[src/rtl/pfh_pkg.sv]
package pfh_pkg;

  typedef enum logic [1:0] {
    HK_LOAD  = 2'b00,
    HK_STORE = 2'b01,
    HK_INSTR = 2'b10,
    HK_RSVD  = 2'b11
  } hint_kind_e;

  typedef enum logic [1:0] {
    ST_IDLE,
    ST_LOOKUP,
    ST_FILL,
    ST_DONE
  } ctl_state_e;

  localparam int NUM_FILL_PORTS = 2;
  localparam int PORT_L1        = 0;
  localparam int PORT_L2        = 1;

  // instruction prefetch and the reserved code are both no-ops
  function automatic logic kind_is_nop(input logic [1:0] kind);
    return kind[1];
  endfunction

  function automatic logic kind_is_store(input logic [1:0] kind);
    return kind == HK_STORE;
  endfunction

  function automatic logic fill_needed(input logic hit, input logic cacheable);
    return !hit && cacheable;
  endfunction

  function automatic logic inval_others(input logic is_store, input logic shareable);
    return is_store && shareable;
  endfunction

endpackage

[src/rtl/pfh_capture.sv]
module pfh_capture #(
  parameter int ADDR_W = 40
) (
  input  logic              clk,
  input  logic              rst_n,
  input  logic              load_i,
  input  logic [ADDR_W-1:0] addr_i,
  input  logic              is_store_i,
  input  logic              to_l2_i,
  input  logic              cacheable_i,
  input  logic              shareable_i,
  output logic [ADDR_W-1:0] addr_q,
  output logic              is_store_q,
  output logic              to_l2_q,
  output logic              cacheable_q,
  output logic              shareable_q
);

  always_ff @(posedge clk or negedge rst_n) begin
    if (!rst_n) begin
      addr_q      <= '0;
      is_store_q  <= 1'b0;
      to_l2_q     <= 1'b0;
      cacheable_q <= 1'b0;
      shareable_q <= 1'b0;
    end else if (load_i) begin
      addr_q      <= addr_i;
      is_store_q  <= is_store_i;
      to_l2_q     <= to_l2_i;
      cacheable_q <= cacheable_i;
      shareable_q <= shareable_i;
    end
  end

endmodule

[src/rtl/pfh_ctrl_fsm.sv]
module pfh_ctrl_fsm
  import pfh_pkg::*;
(
  input  logic clk,
  input  logic rst_n,
  input  logic hint_valid_i,
  input  logic nop_i,
  input  logic rsp_valid_i,
  input  logic need_fill_i,
  input  logic fill_accept_i,
  output logic hint_ready_o,
  output logic accept_o,
  output logic lookup_o,
  output logic fill_active_o,
  output logic retire_o
);

  ctl_state_e state_q, state_d;

  assign hint_ready_o  = (state_q == ST_IDLE);
  assign accept_o      = hint_ready_o && hint_valid_i;
  assign lookup_o      = (state_q == ST_LOOKUP);
  assign fill_active_o = (state_q == ST_FILL);
  assign retire_o      = (accept_o && nop_i)
                       || (state_q == ST_DONE)
                       || (fill_active_o && fill_accept_i);

  always_comb begin
    state_d = state_q;
    unique case (state_q)
      ST_IDLE:   if (accept_o && !nop_i) state_d = ST_LOOKUP;
      ST_LOOKUP: if (rsp_valid_i) state_d = need_fill_i ? ST_FILL : ST_DONE;
      ST_FILL:   if (fill_accept_i) state_d = ST_IDLE;
      ST_DONE:   state_d = ST_IDLE;
      default:   state_d = ST_IDLE;
    endcase
  end

  always_ff @(posedge clk or negedge rst_n) begin
    if (!rst_n) state_q <= ST_IDLE;
    else        state_q <= state_d;
  end

endmodule

[src/rtl/pfh_fill_port.sv]
module pfh_fill_port #(
  parameter int ADDR_W = 40
) (
  input  logic              active_i,
  input  logic              ready_i,
  input  logic [ADDR_W-1:0] line_addr_i,
  input  logic              excl_i,
  input  logic              inv_i,
  output logic              valid_o,
  output logic [ADDR_W-1:0] addr_o,
  output logic              excl_o,
  output logic              inv_o,
  output logic              fire_o
);

  assign valid_o = active_i;
  assign addr_o  = active_i ? line_addr_i : '0;
  assign excl_o  = active_i && excl_i;
  assign inv_o   = active_i && inv_i;
  assign fire_o  = active_i && ready_i;

endmodule

[src/rtl/pref_hint_ctrl.sv]
module pref_hint_ctrl
  import pfh_pkg::*;
#(
  parameter int ADDR_W     = 40,
  parameter int LINE_BYTES = 64
) (
  input  logic              clk,
  input  logic              rst_n,
  input  logic              hint_valid_i,
  output logic              hint_ready_o,
  input  logic [1:0]        hint_kind_i,
  input  logic              hint_to_l2_i,
  input  logic [ADDR_W-1:0] hint_addr_i,
  input  logic              hint_cacheable_i,
  input  logic              hint_shareable_i,
  output logic              retire_o,
  output logic              tag_req_o,
  output logic [ADDR_W-1:0] tag_addr_o,
  input  logic              tag_rsp_valid_i,
  input  logic              tag_hit_i,
  output logic              l1_fill_valid_o,
  input  logic              l1_fill_ready_i,
  output logic [ADDR_W-1:0] l1_fill_addr_o,
  output logic              l1_fill_excl_o,
  output logic              l1_fill_inv_o,
  output logic              l2_fill_valid_o,
  input  logic              l2_fill_ready_i,
  output logic [ADDR_W-1:0] l2_fill_addr_o,
  output logic              l2_fill_excl_o,
  output logic              l2_fill_inv_o
);

  localparam int OFF_W = $clog2(LINE_BYTES);

  function automatic logic [ADDR_W-1:0] line_base(input logic [ADDR_W-1:0] a);
    return {a[ADDR_W-1:OFF_W], {OFF_W{1'b0}}};
  endfunction

  // named internal events, visible to the bound checker
  logic              accept_w;
  logic              nop_hint_w;
  logic              need_fill_w;
  logic              fill_active_w;
  logic              fill_fire_w;
  logic [ADDR_W-1:0] addr_q;
  logic              is_store_q, to_l2_q, cacheable_q, shareable_q;

  logic [NUM_FILL_PORTS-1:0] p_valid, p_ready, p_excl, p_inv, p_fire;
  logic [ADDR_W-1:0]         p_addr [NUM_FILL_PORTS];

  assign nop_hint_w  = kind_is_nop(hint_kind_i);
  assign need_fill_w = fill_needed(tag_hit_i, cacheable_q);
  assign fill_fire_w = |p_fire;

  pfh_capture #(.ADDR_W(ADDR_W)) u_cap (
    .clk         (clk),
    .rst_n       (rst_n),
    .load_i      (accept_w && !nop_hint_w),
    .addr_i      (hint_addr_i),
    .is_store_i  (kind_is_store(hint_kind_i)),
    .to_l2_i     (hint_to_l2_i),
    .cacheable_i (hint_cacheable_i),
    .shareable_i (hint_shareable_i),
    .addr_q      (addr_q),
    .is_store_q  (is_store_q),
    .to_l2_q     (to_l2_q),
    .cacheable_q (cacheable_q),
    .shareable_q (shareable_q)
  );

  pfh_ctrl_fsm u_fsm (
    .clk           (clk),
    .rst_n         (rst_n),
    .hint_valid_i  (hint_valid_i),
    .nop_i         (nop_hint_w),
    .rsp_valid_i   (tag_rsp_valid_i),
    .need_fill_i   (need_fill_w),
    .fill_accept_i (fill_fire_w),
    .hint_ready_o  (hint_ready_o),
    .accept_o      (accept_w),
    .lookup_o      (tag_req_o),
    .fill_active_o (fill_active_w),
    .retire_o      (retire_o)
  );

  assign tag_addr_o = addr_q;
  assign p_ready    = {l2_fill_ready_i, l1_fill_ready_i};

  for (genvar p = 0; p < NUM_FILL_PORTS; p++) begin : g_port
    logic sel;
    assign sel = (p == PORT_L2) ? to_l2_q : !to_l2_q;
    pfh_fill_port #(.ADDR_W(ADDR_W)) u_port (
      .active_i    (fill_active_w && sel),
      .ready_i     (p_ready[p]),
      .line_addr_i (line_base(addr_q)),
      .excl_i      (is_store_q),
      .inv_i       (inval_others(is_store_q, shareable_q)),
      .valid_o     (p_valid[p]),
      .addr_o      (p_addr[p]),
      .excl_o      (p_excl[p]),
      .inv_o       (p_inv[p]),
      .fire_o      (p_fire[p])
    );
  end

  assign l1_fill_valid_o = p_valid[PORT_L1];
  assign l1_fill_addr_o  = p_addr[PORT_L1];
  assign l1_fill_excl_o  = p_excl[PORT_L1];
  assign l1_fill_inv_o   = p_inv[PORT_L1];
  assign l2_fill_valid_o = p_valid[PORT_L2];
  assign l2_fill_addr_o  = p_addr[PORT_L2];
  assign l2_fill_excl_o  = p_excl[PORT_L2];
  assign l2_fill_inv_o   = p_inv[PORT_L2];

endmodule

[config.mk]
export PLATFORM = sky130hd
export DESIGN_NAME = pref_hint_ctrl
export DESIGN_NICKNAME = d
export VERILOG_FILES = /design/src/rtl/pfh_pkg.sv /design/src/rtl/pfh_capture.sv /design/src/rtl/pfh_ctrl_fsm.sv /design/src/rtl/pfh_fill_port.sv /design/src/rtl/pref_hint_ctrl.sv
export SDC_FILE = /design/constraint.sdc
export NUM_CORES = 1
export LEC_CHECK = 0
export CELL_PAD_IN_SITES_DETAIL_PLACEMENT = 1
export CELL_PAD_IN_SITES_GLOBAL_PLACEMENT = 2
export CORE_ASPECT_RATIO = 2
export CORE_MARGIN = 10
export CORE_UTILIZATION = 36
export DETAILED_ROUTE_END_ITERATION = 7
export DONT_BUFFER_PORTS = 1
export GPL_TIMING_DRIVEN = 0
export PLACE_DENSITY = 0.77
export SLEW_MARGIN = 20
export SYNTH_ARGS = -nofsm -noshare
export SYNTH_HDL_FRONTEND = slang
export SYNTH_SLANG_ARGS = --single-unit
[constraint.sdc]
create_clock -name clk -period 1.85 [get_ports clk]
set_input_delay 0.37 -clock clk [delete_from_list [all_inputs] [get_ports clk]]
set_output_delay 0.37 -clock clk [all_outputs]
set_load 0.02 [all_outputs]
==> PnR_summary.wiki <==
{| class="wikitable"
! Metric !! Value
|-
| Run status || finished with violations
|-
| Violations in the final reports || negative setup slack
|-
| Peak per-stage delay on the critical path || ~440 ps
|-
| Worst voltage drop across the vdd grid || just under 0.8 mV
|-
| Hold-critical path depth || 1
|-
| Adder-cell share of the synthesized area || 0
|-
| Clock tree from TritonCTS || done
|-
| R2R cell count || 5
|-
| Layout Area Growth over Synthesis || 34.6%
|-
| Leftover overflow at the end of global routing || 0
|-
| Level count of the clock H-tree || 2
|-
| Clock root buffer || clkbuf_16
|-
| CP Launch Type || flip-flop
|-
| Largest net degree at the start of global routing || 47
|-
| Width of the chip || about 80 µm
|-
| Final setup violation count || 44
|-
| Xor and xnor area share after synthesis || 0
|-
| I/O Pins || approximately 180
|-
| Setup crit end kind || primary output
|-
| Slowest library cell on the worst path || dfrtp_2
|-
| Global-route usage over all layers || 0.140
|-
| Number of placement rows || 43
|-
| Count of unresolved DRC violations after routing || 0
|-
| Sink Count || 46
|-
| Number of synthesized register bits || 46
|-
| Final Net Count || between 200 and 300
|-
| Share of final-layout standard cells stronger than drive strength 1 || 0.721
|-
| Place WS || -355 ps
|-
| Slew Limit Headroom || 0.644
|-
| Simple-gate area share of the yosys netlist || 0.201
|-
| Timing startpoint of the critical path || u_fsm.state_q[0]$_DFFE_PN0P_
|-
| Number of search-and-repair iterations in the first detailed-routing pass || 4
|-
| Top post-synthesis cells by area || dfrtp_1, mux2_4, and2_1, buf_4, buf_12
|-
| Sequential area share after synthesis || 0.446
|-
| Max FO, Critical Path || 6
|-
| Gp weighted congestion || just over 0.7
|-
| Wire length of the first global-routing pass || around 12 mm
|-
| Port bufs || 0
|-
| Power per standard cell area || about 1800 mW/mm²
|-
| Multiplexer area fraction after synthesis || 0.253
|-
| Worst clock skew || roughly 4 ps
|-
| Yosys warning total || 0
|-
| Actual transition at the worst max-transition pin || ~530 ps
|-
| Worst-path cell chain || nor3b_4 -> buf_12 -> buf_8 -> clkbuf_16 -> and2_4
|-
| Standard cell area after detailed placement || approximately 0.0027 mm²
|-
| Data arrival time of the worst path || approximately 1600 ps
|-
| DRT iter0 DRCs || between 60 and 70
|-
| Fillcell total || 674
|-
| Average cell area after synthesis || about 13 µm²
|-
| Number of buffers created by CTS || 5
|-
| Startpoint-to-endpoint class of the critical path || reg2out
|-
| Clock network latency to the later pin of the worst-skew pair || 280 ps
|-
| CTS clock-pin slew for the worst setup and hold paths || ~60 ps
|-
| Number of pins with negative max-slew slack in the final report || 0
|-
| Area enclosed by the die boundary || between 0.01 and 0.015 mm²
|-
| Number of diodes added for antenna fixing || 0
|-
| Post-layout instance area || 0.00347 mm²
|-
| Setup repair after global routing missed its margin || true
|-
| Top achievable clock speed || 0.522 GHz
|-
| Combined area of all synthesized cells || roughly 0.0026 mm²
|-
| Die Span Y || around 140 µm
|-
| Post-route minimum period || 1920 ps
|-
| Initial standard-cell utilization of the core || 0.372
|-
| Core Box Area || around 0.0069 mm²
|-
| Maximum capacitance violations || 0
|-
| Post-synthesis instance total || 201
|-
| Share of Yosys cell area claimed by the top area cell type || 0.446
|-
| Static Leak || between 1.5 and 2 nW
|-
| Number of antenna violations at the first check in global routing || 0
|-
| DR vias || about 1600
|-
| Vias in the first global route || ~1900
|-
| Number of unique standard cell types used by synthesis || 23
|-
| Total length of routed wires || approximately 8.6 mm
|-
| Fraction of the cycle the final worst path needs || 1.04
|-
| Routed wire per std cell || roughly 26 µm
|-
| Compound-Gate Fraction of Synth Area || 0.0102
|-
| Detail-routed via count per cell || a little under 5
|-
| Residual antenna-violating net count after detailed routing || 0
|-
| Final design utilization || 0.500
|-
| Sum of net half-perimeters after detailed placement || around 6.1 mm
|-
| Setup crit end || l1_fill_addr_o[15]
|-
| Clock tree buffer depth || 2
|-
| Cell type with the largest total area after synthesis || dfrtp_1
|-
| Worst path required time || ~1500 ps
|-
| Final hold violation count || 0
|-
| Critical register-to-register path startpoint || u_fsm.state_q[0]$_DFFE_PN0P_
|-
| Worst hold path class || in2reg
|-
| Final setup slack of the worst path || -66.1 ps
|-
| Worst reg2reg endpoint || u_cap.to_l2_q$_DFFE_PN0P_
|-
| Largest family of logic cells by synthesized area || multiplexers
|-
| R2R setup slack || approximately 140 ps
|}
==> timing repair <==
action,4_1_cts,5_1_grt
buffers inserted,7,6
cloned,2,5
setup endpoints to repair,74,72
hold buffers,2,0
resized for setup,128,49
pin swaps,1,1
endpoints found under the hold margin,46,0
==> cell families (layout without fill, tap and decap cells) <==
| family | count (synthesis) | after routing |
|---|---|---|
| and+or+nand+nor | 80 | 80 |
| DFF | 46 | 46 |
| muxes | 45 | 45 |
| buffers and inverters | 26 | 54 |
| AOI/OAI and AO/OA | 3 | 3 |
| other | 1 | 12 |
==> stage by stage <==
stage / hold WS (ps) / std cells / total power, W / setup TNS (ps)
floorplan: 74.4 / 212 / 0.00418 / 0
global placement: 75.8 / 302 / 0.00461 / -11900
detailed placement: 75.6 / 302 / 0.00465 / -13310
CTS: 222 / 320 / 0.00612 / -3560
global route: 213 / 330 / 0.00674 / -4760
finish: 228 / 330 / 0.00641 / -1500
==> state kept, by name, summed over array words and instances, names as in the netlist <==
| register | flops |
|---|---|
| u_cap.addr_q | 40 |
| u_fsm.state_q | 2 |
| u_cap.cacheable_q | 1 |
| u_cap.is_store_q | 1 |
| u_cap.shareable_q | 1 |
| u_cap.to_l2_q | 1 |
==> worst max-delay path, delay by kind of cell (launching register included) <==
| kind | cells | cell delay [ps] |
|---|---|---|
| buf+inv | 3 | 410 |
| flops | 1 | 440 |
| simple gates | 2 | 410 |
==> layer usage <==
metal,global-route usage,up-vias,part of all wire
met3,0.0587,7,0.096
li1,-,708,-
met4,0.0476,0,0.013
met5,0,-,0
met2,0.269,89,0.59
met1,0.120,816,0.30
==> worst min-delay path by stage <==
| stage | end | slack [ps] | from |
|---|---|---|---|
| final | u_cap.addr_q[33]$_DFFE_PN0P_ | 230 | hint_addr_i[33] |
| after global routing | u_cap.addr_q[13]$_DFFE_PN0P_ | 210 | hint_addr_i[13] |
| after CTS | u_cap.addr_q[31]$_DFFE_PN0P_ | 220 | hint_addr_i[31] |
| after detailed placement | u_cap.addr_q[2]$_DFFE_PN0P_ | 80 | rst_n |
| after global placement | u_cap.addr_q[1]$_DFFE_PN0P_ | 80 | rst_n |
| after floorplan | u_cap.addr_q[0]$_DFFE_PN0P_ | 70 | rst_n |
==> layout make-up <==
type / instances / area (µm²) / share of cell area
Buffer: 24 / 305 / 0.0880
Clock buffer: 7 / 133 / 0.0382
Clock inverter: 1 / 30.0 / 0.00865
Inverter: 1 / 3.75 / 0.00108
Multi-Input combinational cell: 140 / 1430 / 0.413
Sequential cell: 46 / 1150 / 0.333
Tap cell: 90 / 113 / 0.0324
Timing Repair Buffer: 21 / 298 / 0.0858
==> synthesized netlist by cell type <==
cell type	instances
and2_1	70
dfrtp_1	46
mux2_4	39
buf_4	12
mux2_2	5
buf_12	4
clkbuf_1	4
buf_2	3
and3_1	2
buf_6	2
nor2b_1	2
a22o_1	1
a22oi_1	1
and3b_1	1
conb_1	1
inv_1	1
mux2i_1	1
nand3b_1	1
nand4b_1	1
nor2_1	1
nor3b_2	1
nor4b_2	1
o211a_1	1
==> cell usage in the layout (no fill, tap or decap) <==
cell type and count:
a22o_1 1, nand3b_1 1, dfrtp_2 3, mux2_4 39
mux2_2 5, o211a_1 1, and2_4 65, and3_4 2
bufinv_16 1, dlygate4sd3_1 1, and3b_2 1, buf_12 8
clkbuf_1 2, and2_2 5, clkbuf_16 10, nor3b_4 1
dfrtp_1 43, conb_1 12, nor2b_1 2, a22oi_2 1
clkbuf_8 1, inv_1 1, nand4b_1 1, buf_8 5
nor4b_2 1, buf_4 19, buf_16 1, buf_6 3
nor2_1 1, clkbuf_4 2, mux2i_1 1
==> power by group <==
part           switching (W)  leakage, nW  total, W  internal [W]
logic                0.00111         1.01   0.00268       0.00157
clock network       0.000363       0.0781   0.00100      0.000639
registers            0.00121        0.542   0.00272       0.00152
Power figures use the tool's default switching activity.
